==> src/rtl/adc_bus_master.sv <==
module adc_bus_master #(
  parameter int CLK_NS   = 10,
  parameter int WR_NS    = 80,
  parameter int SETUP_NS = 60,
  parameter int RD_NS    = 120,
  parameter int REL_NS   = 70,
  parameter int CW       = 16,
  parameter int TMO_CYC  = 2000
) (
  input  logic          clk,
  input  logic          rst_n,
  input  logic          req_valid,
  output logic          req_ready,
  input  logic [2:0]    req_chan,
  input  logic          req_range,
  input  logic          req_bipolar,
  input  logic [1:0]    req_pwr,
  input  logic          req_ext_acq,
  input  logic [CW-1:0] req_holdoff,
  output logic          res_valid,
  output logic [11:0]   res_data,
  output logic          res_timeout,
  output logic          cs_n,
  output logic          wr_n,
  output logic          rd_n,
  output logic          db_oe,
  output logic [11:0]   db_out,
  input  logic [11:0]   db_in,
  input  logic          int_n
);

  localparam int WLO_NS  = (WR_NS > SETUP_NS) ? WR_NS : SETUP_NS;
  localparam int WR_RAW  = (WLO_NS + CLK_NS - 1) / CLK_NS;
  localparam int RD_RAW  = (RD_NS + CLK_NS - 1) / CLK_NS;
  localparam int REL_RAW = (REL_NS + CLK_NS - 1) / CLK_NS;
  localparam int WR_CYC  = (WR_RAW < 1) ? 1 : WR_RAW;
  localparam int RD_CYC  = (RD_RAW < 1) ? 1 : RD_RAW;
  localparam int REL_CYC = (REL_RAW < 1) ? 1 : REL_RAW;
  localparam int TMO_USE = (TMO_CYC < 1) ? 1 : TMO_CYC;

  typedef enum logic [2:0] {S_IDLE, S_WLO, S_WHI, S_HOLD, S_WAIT, S_RD, S_REL} st_t;

  st_t           st;
  logic [CW-1:0] cnt;
  logic [CW-1:0] hold;
  logic [7:0]    cfg;
  logic          first;
  logic [1:0]    int_sync;

  wire cnt_done = (cnt == '0);

  always_ff @(posedge clk) begin
    if (!rst_n) begin
      st          <= S_IDLE;
      cnt         <= '0;
      hold        <= '0;
      cfg         <= '0;
      first       <= 1'b0;
      int_sync    <= 2'b11;
      res_valid   <= 1'b0;
      res_timeout <= 1'b0;
      res_data    <= '0;
    end else begin
      int_sync    <= {int_sync[0], int_n};
      res_valid   <= 1'b0;
      res_timeout <= 1'b0;
      case (st)
        S_IDLE:
          if (req_valid) begin
            cfg   <= {req_pwr, req_ext_acq, req_range, req_bipolar, req_chan};
            first <= req_ext_acq;
            hold  <= req_holdoff;
            cnt   <= CW'(WR_CYC - 1);
            st    <= S_WLO;
          end
        S_WLO:
          if (cnt_done) st <= S_WHI;
          else cnt <= cnt - 1'b1;
        S_WHI:
          if (first) begin
            first  <= 1'b0;
            cfg[5] <= 1'b0;
            cnt    <= hold;
            st     <= S_HOLD;
          end else begin
            cnt <= CW'(TMO_USE - 1);
            st  <= S_WAIT;
          end
        S_HOLD:
          if (cnt_done) begin
            cnt <= CW'(WR_CYC - 1);
            st  <= S_WLO;
          end else cnt <= cnt - 1'b1;
        S_WAIT:
          if (!int_sync[1]) begin
            cnt <= CW'(RD_CYC - 1);
            st  <= S_RD;
          end else if (cnt_done) begin
            res_timeout <= 1'b1;
            st          <= S_IDLE;
          end else cnt <= cnt - 1'b1;
        S_RD:
          if (cnt_done) begin
            res_data  <= db_in;
            res_valid <= 1'b1;
            cnt       <= CW'(REL_CYC - 1);
            st        <= S_REL;
          end else cnt <= cnt - 1'b1;
        S_REL:
          if (cnt_done) st <= S_IDLE;
          else cnt <= cnt - 1'b1;
        default: st <= S_IDLE;
      endcase
    end
  end

  assign req_ready = (st == S_IDLE);
  assign wr_n      = (st != S_WLO);
  assign rd_n      = (st != S_RD);
  assign cs_n      = !(st == S_WLO || st == S_WHI || st == S_RD);
  assign db_oe     = (st == S_WLO || st == S_WHI);
  assign db_out    = {4'b0000, cfg};


  wr_hold_chk: assert property (@(posedge clk) disable iff (!rst_n)
    $rose(wr_n) |-> db_oe && $stable(db_out));

  cs_cover_chk: assert property (@(posedge clk) disable iff (!rst_n)
    (!wr_n || !rd_n) |-> !cs_n);

  no_contention_chk: assert property (@(posedge clk) disable iff (!rst_n)
    !rd_n |-> !db_oe && wr_n);

  turnaround_chk: assert property (@(posedge clk) disable iff (!rst_n)
    $rose(rd_n) |-> !db_oe && !req_ready);

  res_pulse_chk: assert property (@(posedge clk) disable iff (!rst_n)
    res_valid |=> !res_valid);

  tmo_pulse_chk: assert property (@(posedge clk) disable iff (!rst_n)
    res_timeout |-> !res_valid && req_ready && rd_n);

  tmo_once_chk: assert property (@(posedge clk) disable iff (!rst_n)
    res_timeout |=> !res_timeout);

endmodule

==> config.mk <==
export PLATFORM = sky130hd
export DESIGN_NAME = adc_bus_master
export DESIGN_NICKNAME = d
export VERILOG_FILES = /design/src/rtl/adc_bus_master.sv
export SDC_FILE = /design/constraint.sdc
export NUM_CORES = 1
export LEC_CHECK = 0
export BUFFER_PORTS_ARGS = -buffer_cell sky130_fd_sc_hd__buf_2
export CORE_UTILIZATION = 30
export CTS_CLUSTER_DIAMETER = 100
export CTS_CLUSTER_SIZE = 30
export DETAILED_ROUTE_END_ITERATION = 16
export GPL_TIMING_DRIVEN = 0
export PLACE_DENSITY_LB_ADDON = 0.3
export SYNTH_ARGS = -nofsm -noshare
export SYNTH_HDL_FRONTEND = slang
export SYNTH_SLANG_ARGS = --single-unit
==> constraint.sdc <==
create_clock -name clk -period 3.2 [get_ports clk]
set_input_delay 0.16 -clock clk [delete_from_list [all_inputs] [get_ports clk]]
set_output_delay 0.16 -clock clk [all_outputs]
set_load 0.005 [all_outputs]
# Yosys cells after proc, flatten, opt, wreduce, memory -nomap -nowiden
# Index checks and enable logic that the tools add are counted.
# classes
n_reduce_logical,16
n_mux,21
n_eq_ne,13
n_addsub,1
# op_table
cell,n
$mux W16,6
$pmux W16 S6,1
$mux W3,7
$pmux W3 S7,1
$logic_not A16 Y1,1
$sub A16 B1 Y16 const B,1
$ne A2 B2 Y1 const B,5
$reduce_and A2 Y1,5
$eq A3 B3 Y1 const B,3
$eq A3 B2 Y1 const B,2
$mux W6,1
$reduce_and A3 Y1,2
$reduce_bool A6 Y1,1
$pmux W1 S2,2
$reduce_and A4 Y1,1
$eq A3 B1 Y1 const B,1
$logic_not A3 Y1,1
$mux W1,3
$ne A3 B1 Y1 const B,1
$ne A3 B3 Y1 const B,1
$logic_or A1 B1 Y1,2
$reduce_bool A2 Y1,1
$reduce_or A2 Y1,1
$logic_not A1 Y1,1
# word_totals
inputBits,40
ff_bits,60
out_inout_bits,31
wordCells,61

# Longest topological paths before layout
# Gate-level depths: netlist of the first run.
# depth
ltp_word,4
ltp_mapped,11

# Least setup slack after synthesis of the first run
# No wires, ideal clock.
# synth_timing
kind,register -> register
startpoint,reg cnt[0]
endpoint,reg cnt[0]
arrival_ps,2147
slack_ps,967
n_path_buf,0
synth_period_minus_slack_ps,2233
stages_incl_launch_ff,12
required_ps,3114
setup_ps,86
path_cell_list,dfxtp_1 inv_1 ha_1 nor3b_2 nand3_4 nor2_1 inv_2 ha_1 and2_1 o21ai_0 a21oi_1 a211oi_1
# synth_between
elab_chain_cells,4
elab_cells_between_ends,7
classes_between,1 x add/sub; 5 x mux; 1 x reduce/logical
# synth_rtl
element,line,rtl
"start, declared",44,logic [CW-1:0] cnt;
"start signal, assigned",73,cnt <= CW'(WR_CYC - 1);
"start signal, assigned",78,else cnt <= cnt - 1'b1;
"start signal, assigned",83,cnt <= hold;
$sub A16 B1 Y16 or $logic_not A16 Y1 (tied branches),--,
$mux W16,"77, 98, 110",
$mux W16,95,if (!int_sync[1]) begin
$pmux W16 S6 *,67,case (st)
# Mark *: on every way between the ends. The rest lies on a longest branch, timed or not.
# A chain may end at the register's enable or synchronous reset.

# Final worst setup path of the first run
# Ends and elaborated chain as after synthesis.

==> metrics.csv, run 1 <==
stage,metric,value,unit
run_status,status,completed,
detailed_routing,vias,2878,
run,maxCapViolCount,0,
timing,setup_viol,0,
critical_path,crit-reg2reg-launch,cnt[0],
cts,cts.path.max_buffers,2,
detailed_routing,drc_errors,0,
die,start_util,0.308,
final_layout,finalNetCount,490,
detailed_routing,dr.first_iter.drc_count,154,
yosys,synthDistinctLibCells,60,
final_layout,final-seq-area,0.00120,sq mm
detailed_routing,met1_length,3.78,mm
final_layout,final_core_util,0.382,
cts,clkTransAtPathRegs,80,ps
global_route,first_global_vias,2695,
hold_path,hp-class,in -> reg,
place,dp_hpwl,5.93,mm
final_layout,n_antenna_cell,0,
place,gp_congestion,0.919,
detailed_routing,wl_met2,3.69,mm
die,io_pins,71,
yosys,yosys_register_bits,60,
cts,cts_buffers,9,
hold_path,hp-start,db_in[4],
critical_path,end_kind,flip-flop,
cts,postCtsSetupBuffers,0,
detailed_routing,dr.pass1.iters,4,
yosys,yosysMostFrequentCell,nand2_1,
cts,cts_max_level,3,
critical_path,crit_path_max_fanout,10,
cts,ctsRootBufferMaster,clkbuf_8,
die,dieArea,0.0104,sq mm
die,core-area,0.00977,sq mm
pwr,leakagePower,1.47,nW
yosys,yosys-top-cells-area,"dfxtp_1 40%, nand2_1 8.0%, a21oi_1 6.3%",
global_route,grt_max_degree,14,
final_layout,syn_to_final_growth,24.0,%
yosys,ys_seq_area_frac,0.399,
final_layout,nFillCells,1053,
timing,maxSlewViolCount,0,
yosys,synth_top_cell_area_share,0.399,
place,port_buffers,66,
yosys,synthTopCellsByCount,"64 x nand2_1, 60 x dfxtp_1, 38 x a21oi_1",
yosys,avgSynthCellArea,8.23,sq um
detailed_routing,wl,8.10,mm
critical_path,startpoint,cnt[0],
final_layout,multiInputGateArea,0.00164,sq mm
yosys,synth-edff-count,0,
detailed_routing,top_layer_used,met4,
global_route,grt_usage,0.167,
timing,timing_hold_violations_final,0,
die,die_w,102,um
detailed_routing,vias_per_cell,4.92,
place,dp_slack,604,ps
timing,max_freq,375,MHz
critical_path,start_kind,flip-flop,
detailed_routing,wl_met3,517,um
yosys,synthCells,366,
critical_path,required,3460,ps
yosys,ys.flop_type,dfxtp_1,
global_route,grt_pass1_wl,13.3,mm
timing,period_needed,2670,ps
global_route,gr-total-overflow,0,
timing,fin_skew,8.56,ps
cts,insertion_delay,350,ps
die,row_count,36,
yosys,yosysTopAreaCell,dfxtp_1,
cts,cts-hold-fix-buffers,1,
timing,post-route-period-util,0.834,
pwr,ir_worst_vdd,298,uV
cts,cts_resized,0,
timing,slew_headroom,0.551,
timing,fin_ws,533,ps
critical_path,arrival,2930,ps
yosys,async_flop_share,0,
yosys,yosys_warnings,0,
detailed_routing,wl_per_cell,13.8,um
timing,rsz0062_at_grt,false,
pwr,power_density,766,mW/mm^2
yosys,syn-cell-area,0.00301,sq mm
timing,setup_tns,0,ps
final_layout,drive_gt1_frac,0.254,
critical_path,worstSetupPathType,reg -> reg,
detailed_routing,ant_nets,0,
cts,cts_tree,yes,
timing,worst_pin_slew,670,ps
cts,cts.sinks,60,
die,die_height,102,um
global_route,antenna_found_initial,0,
[cell usage in the layout, fill, tap and decap left out, drive strengths merged, types with 10 or more instances in the layout]
cell type and n:
nor2 25, nand2 64, o21ai 29, a21oi 38, mux2i 14, buf 79, inv 10, clkbuf 21
dfxtp 60, nor3 15
[per-stage QoR]
stage / cell area, sq um / total power (W) / hold WS [ps] / std cells
after floorplan: 3020 / 0.00183 / 261 / 369
final: 3740 / 0.00286 / 42.3 / 585
after global routing: 3740 / 0.00307 / 34.6 / 585
after CTS: 3740 / 0.00287 / 22.9 / 585
after global placement: 3520 / 0.00213 / 342 / 568
after detailed placement: 3520 / 0.00214 / 347 / 568
[layer usage]
layer	vias to the layer above	track usage
met5	-	0
met4	0	0.0725
met3	9	0.0390
met2	102	0.261
met1	1305	0.221
li1	1462	-
[flip-flops by register name (all words and copies together) (netlist names)]
| signal | cells |
|---|---|
| cnt | 16 |
| int_sync | 2 |
| first | 1 |
| cfg | 8 |
| res_timeout | 1 |
| st | 3 |
| res_data | 12 |
| res_valid | 1 |
| hold | 16 |
[cells by family after synthesis]
| family | count (synthesis) | synth area share |
|---|---|---|
| flip-flops | 60 | 0.399 |
| multiplexers | 14 | 0.0465 |
| AO/OA/AOI/OAI | 110 | 0.229 |
| AND/OR/NAND/NOR | 144 | 0.249 |
| XOR/XNOR | 1 | 0.00291 |
| adder cells (fa/ha/maj) | 3 | 0.0125 |
| buffers and inverters | 33 | 0.0602 |
| other | 1 | 0.00124 |
[report_power, final]
part	internal [W]	switching [W]	leakage [nW]
Combinational	0.000457	0.000731	0.887
Clock	0.000371	0.000349	0.0984
Sequential	0.000847	0.000106	0.489
[critical path: stages (launching register included)]
cell	delay, ps
dfxtp_1	360
inv_1	110
ha_1	210
nor3b_2	390
nand3_4	210
nor2_1	240
inv_2	150
ha_1	320
and2_1	160
o21ai_0	150
a21oi_1	80
a211oi_1	190
[final timing paths]
check	cells past startpoint	slack (ps)	endpoint
max	11	530	cnt[0]
min	3	40	res_data[4]
max reg2reg	11	530	cnt[0]
min reg2reg	1	410	int_sync[1]
[final cells by class]
cell class | count | share of cell area
inverters | 8 | 0.00803
multi-input cells | 276 | 0.439
repair buffers | 67 | 0.0911
clock inverters | 7 | 0.0221
clock buffers | 9 | 0.0331
well taps | 133 | 0.0445
flip-flops and latches | 60 | 0.321
plain buffers | 25 | 0.0405
Note: power is estimated with default switching activity, not from simulation.
==> run 2: changes to the inputs <==
- clock period: 3.2 -> 2.7 ns (I/O delays scaled with it)
==> metrics.csv, run 2 (synthesized netlist as in run 1, its figures left out) <==
stage,metric,value,unit
place,dp_slack,104,ps
place,placed_cells,568,
global_route,grt_usage,0.168,
pwr,power_density,914,mW/mm^2
detailed_routing,vias_per_cell,4.92,
critical_path,crit_path_max_fanout,10,
final_layout,reg_top3,"cnt: 16 flops, hold: 16 flops, res_data: 12 flops",
cts,cts_max_level,3,
timing,post-route-period-util,0.906,
final_layout,drive_gt1_frac,0.261,
timing,fin_ws,253,ps
timing,setup_viol,0,
detailed_routing,wl_per_cell,13.8,um
global_route,antenna_found_initial,0,
critical_path,path_cells,inv_1 > ha_1 > nor3b_4 > nand3_4 > nor2_2 > inv_2 > ha_1 > and2_1 > o21ai_0 > a21oi_1 > a211oi_1,
critical_path,r2r_slack,250,ps
detailed_routing,dr.pass1.iters,4,
cts,ctsRootBufferMaster,clkbuf_8,
hold_path,holdPathEnd,cfg[6],
timing,timing_hold_violations_final,0,
critical_path,path_buf_inv,2,
detailed_routing,wl_met3,467,um
timing,maxSlewViolCount,0,
final_layout,final-seq-area,0.00120,sq mm
final_layout,most-common-layout-cells,"70 x buf_2, 64 x nand2_1, 60 x dfxtp_1",
timing,setup_tns,0,ps
critical_path,arrival,2710,ps
run_status,status,completed,
final_layout,multiInputGateArea,0.00165,sq mm
critical_path,required,2960,ps
timing,slew_headroom,0.552,
critical_path,worstSetupPathType,reg -> reg,
place,dp_hpwl,5.93,mm
timing,period_needed,2450,ps
critical_path,worstRegToRegCells,11,
cts,clkTransAtPathRegs,80,ps
critical_path,end_kind,flip-flop,
final_layout,final_core_util,0.390,
die,io_pins,71,
critical_path,cpPeakStageDelay,360,ps
cts,cts.path.max_buffers,2,
cts,cts.sinks,60,
detailed_routing,dr.first_iter.drc_count,166,
place,gp_congestion,0.919,
final_layout,syn_to_final_growth,26.7,%
final_layout,final_common_cell,buf_2,
timing,fin_hold_ws,13.8,ps
hold_path,whs_path_depth,3,
run,maxCapViolCount,0,
place,port_buffers,66,
critical_path,start_kind,flip-flop,
final_layout,finalNetCount,498,
detailed_routing,wl_met2,3.73,mm
cts,insertion_delay,360,ps
hold_path,hp-start,req_pwr[0],
die,start_util,0.308,
detailed_routing,wl,8.16,mm
critical_path,startpoint,cnt[0],
global_route,gr-total-overflow,0,
global_route,grt_max_degree,14,
final_layout,fin_cells,593,
pwr,leakagePower,1.51,nW
timing,max_freq,409,MHz
detailed_routing,met1_length,3.84,mm
global_route,first_global_vias,2705,
cts,cts_tree,yes,
global_route,grt_pass1_wl,13.4,mm
critical_path,crit-reg2reg-launch,cnt[0],
die,core-area,0.00977,sq mm
detailed_routing,top_layer_used,met4,
timing,fin_skew,10.6,ps
timing,worst_pin_slew,669,ps
pwr,ir_worst_vdd,355,uV
final_layout,nFillCells,1048,
critical_path,path_common_cell,ha_1,
detailed_routing,ant_nets,0,
final_layout,n_antenna_cell,0,
critical_path,cp_slowest_cell,dfxtp_1,
hold_path,hp-class,in -> reg,
detailed_routing,vias,2915,
die,dieArea,0.0104,sq mm
die,row_count,36,
die,die_w,102,um
die,die_height,102,um
critical_path,reg2reg_to,cnt[0],
critical_path,crit_family,simple AND/OR/NAND/NOR gates,
cts,cts_buffers,9,
detailed_routing,drc_errors,0,
timing,rsz0062_at_grt,false,
[run 2: cell types whose count changed in the layout (fill, tap and decap cells not counted)]
cell           before  now
dlygate4sd3_1       1    5
nor3b_4             0    1
nor2_1             24   23
nor2_2              0    1
buf_4               4    8
nor3b_2             2    1
[run 2: where the power goes]
group          leakage (nW)  internal, W  switching [W]
Sequential            0.489      0.00100       0.000128
Combinational         0.922     0.000613       0.000885
Clock                0.0984     0.000440       0.000417
Total                  1.51      0.00206        0.00143
[run 2: metrics by stage]
stage | total power [W] | instance area (sq um)
finish | 0.00349 | 3820
global placement | 0.00252 | 3520
global route | 0.00374 | 3820
floorplan | 0.00217 | 3020
CTS | 0.00341 | 3780
detailed placement | 0.00254 | 3520
[run 2: worst min-delay path, stage by stage]
cell,delay (ps)
buf_2,90
nand2_1,40
a21oi_1,50
[run 2: area by class of cell]
| type | instances | area share |
|---|---|---|
| repair buffers | 75 | 0.108 |
| multi-input cells | 276 | 0.432 |
| inverters | 8 | 0.00787 |
| clock buffers | 9 | 0.0325 |
| well taps | 133 | 0.0436 |
| plain buffers | 25 | 0.0397 |
| flip-flops and latches | 60 | 0.315 |
| clock inverters | 7 | 0.0216 |
[run 2: worst max path at each step]
stage	end	cells after the start
2_1_floorplan	cnt[0]	11
3_3_place_gp	cnt[0]	11
3_5_place_dp	cnt[0]	11
4_1_cts	cnt[0]	11
5_1_grt	cnt[0]	11
6_report	cnt[0]	11
[run 2: what timing repair did]
action                                  CTS  global route
gates resized for setup                   0             2
buffers inserted                          0             4
endpoints found under the setup margin    0             1
endpoints found under the hold margin     5             0
hold buffers                              5             0
[run 2: metal layers]
| layer | GRT usage | up-vias |
|---|---|---|
| met5 | 0 | - |
| met4 | 0.0725 | 0 |
| met3 | 0.0390 | 12 |
| met2 | 0.262 | 90 |
| met1 | 0.221 | 1335 |
| li1 | - | 1478 |
==> run 3: changes to the inputs <==
- CTS_BUF_LIST: default -> sky130_fd_sc_hd__clkbuf_16
==> metrics.csv, run 3 (synthesized netlist as in run 1, its figures left out) <==
stage,metric,value,unit
final_layout,most-common-layout-cells,"70 x buf_2, 64 x nand2_1, 60 x dfxtp_1",
critical_path,crit_path_max_fanout,10,
critical_path,r2r_slack,260,ps
final_layout,final-seq-area,0.00120,sq mm
global_route,grt_max_degree,14,
timing,max_freq,410,MHz
cts,cts.sinks,60,
critical_path,cpPeakStageDelay,350,ps
detailed_routing,ant_nets,0,
run_status,status,completed,
cts,cts.path.max_buffers,2,
timing,period_needed,2440,ps
cts,ctsRootBufferMaster,clkbuf_16,
die,row_count,36,
cts,clkTransAtPathRegs,60,ps
global_route,grt_usage,0.170,
detailed_routing,drc_errors,0,
place,port_buffers,66,
hold_path,hp-class,in -> reg,
detailed_routing,wl_per_cell,14.0,um
timing,maxSlewViolCount,0,
global_route,antenna_found_initial,0,
critical_path,worstSetupPathType,reg -> reg,
timing,setup_tns,0,ps
place,gp_congestion,0.919,
critical_path,arrival,2680,ps
run,maxCapViolCount,0,
timing,slew_headroom,0.569,
timing,worst_pin_slew,644,ps
critical_path,path_cells,inv_1 > ha_1 > nor3b_4 > nand3_4 > nor2_2 > inv_2 > ha_1 > and2_1 > o21ai_0 > a21oi_1 > a211oi_1,
final_layout,reg_top3,"cnt: 16 flops, hold: 16 flops, res_data: 12 flops",
timing,post-route-period-util,0.904,
pwr,report.power.total,0.00381,W
timing,setup_viol,0,
hold_path,hp-start,db_in[3],
critical_path,end_kind,flip-flop,
detailed_routing,vias,2923,
global_route,grt_pass1_wl,13.5,mm
pwr,power_density,983,mW/mm^2
cts,cts_buffers,9,
final_layout,drive_gt1_frac,0.263,
detailed_routing,dr.pass1.iters,4,
global_route,gr-total-overflow,0,
final_layout,syn_to_final_growth,28.7,%
final_layout,multiInputGateArea,0.00165,sq mm
critical_path,reg2reg_to,cnt[0],
die,start_util,0.308,
pwr,leakagePower,1.54,nW
pwr,ir_worst_vdd,384,uV
critical_path,path_common_cell,ha_1,
final_layout,n_antenna_cell,0,
detailed_routing,dr.first_iter.drc_count,200,
die,dieArea,0.0104,sq mm
timing,rsz0062_at_grt,false,
cts,insertion_delay,330,ps
die,die_height,102,um
die,die_w,102,um
critical_path,worstRegToRegCells,11,
timing,timing_hold_violations_final,0,
critical_path,required,2940,ps
detailed_routing,vias_per_cell,4.96,
die,io_pins,71,
hold_path,holdPathEnd,res_data[3],
place,dp_hpwl,5.93,mm
timing,fin_skew,6.86,ps
critical_path,cp_slowest_cell,dfxtp_1,
final_layout,final_common_cell,buf_2,
final_layout,finalNetCount,494,
detailed_routing,wl,8.22,mm
cts,cts_tree,yes,
final_layout,nFillCells,1030,
cts,cts_max_level,3,
hold_path,whs_path_depth,3,
die,core-area,0.00977,sq mm
global_route,first_global_vias,2721,
critical_path,crit-reg2reg-launch,cnt[0],
critical_path,start_kind,flip-flop,
[run 3: changes by cell type in the layout (fill, tap and decap cells not counted), sizes merged]
cell / delta
dlygate4sd3: -4
[run 3: worst max-delay path, delay by kind of cell (launching register included)]
kind / cells / cell delay (ps)
flip-flops: 1 / 350
AND/OR/NAND/NOR: 4 / 800
AO/OA/AOI/OAI: 3 / 410
adder cells (fa/ha/maj): 2 / 540
buffers and inverters: 2 / 250
[run 3: worst max-delay path by stage]
| stage | start | to | slack [ps] | cells past startpoint |
|---|---|---|---|---|
| global route | cnt[0] | cnt[0] | 80 | 11 |
| floorplan | cnt[0] | cnt[0] | 470 | 11 |
| CTS | cnt[0] | cnt[0] | 60 | 11 |
| detailed placement | cnt[0] | cnt[0] | 100 | 11 |
| global placement | cnt[0] | cnt[0] | 110 | 11 |
| finish | cnt[0] | cnt[0] | 260 | 11 |
[run 3: power breakdown]
part / switching [W] / internal (W) / leakage [nW]
clock: 0.000444 / 0.000728 / 0.145
sequential: 0.000129 / 0.00101 / 0.489
combinational: 0.000895 / 0.000609 / 0.906
[run 3: cell type report]
class | instances | area share
Buffer | 25 | 0.0390
Clock buffer | 9 | 0.0581
Clock inverter | 7 | 0.0213
Inverter | 8 | 0.00774
Multi-Input combinational cell | 276 | 0.426
Sequential cell | 60 | 0.310
Tap cell | 133 | 0.0429
Timing Repair Buffer | 71 | 0.0955
[run 3: per-stage QoR]
stage                     setup slack [ps]  utilization  instance area, sq um  std cells  hold slack [ps]
after detailed placement               104        0.360                  3520        568              322
after global routing                  82.2        0.397                  3880        589             43.7
final                                  260        0.397                  3880        589             38.1
after CTS                             64.4        0.393                  3840        585             31.9
after global placement                 113        0.360                  3520        568              317
after floorplan                        467            -                  3020        369              236
[run 3: layer usage]
metal / wire, um / part of all wire / global-route usage
met1: 3750 / 0.46 / 0.218
met2: 3850 / 0.47 / 0.271
met3: 481 / 0.059 / 0.0431
met4: 135 / 0.016 / 0.0703
met5: 0 / 0 / 0
[run 3: timing repair]
item	in CTS	in global routing
setup buffers	0	4
hold buffers	1	0
resized for setup	0	2
hold endpoints to repair	1	0
endpoints found under the setup margin	0	1
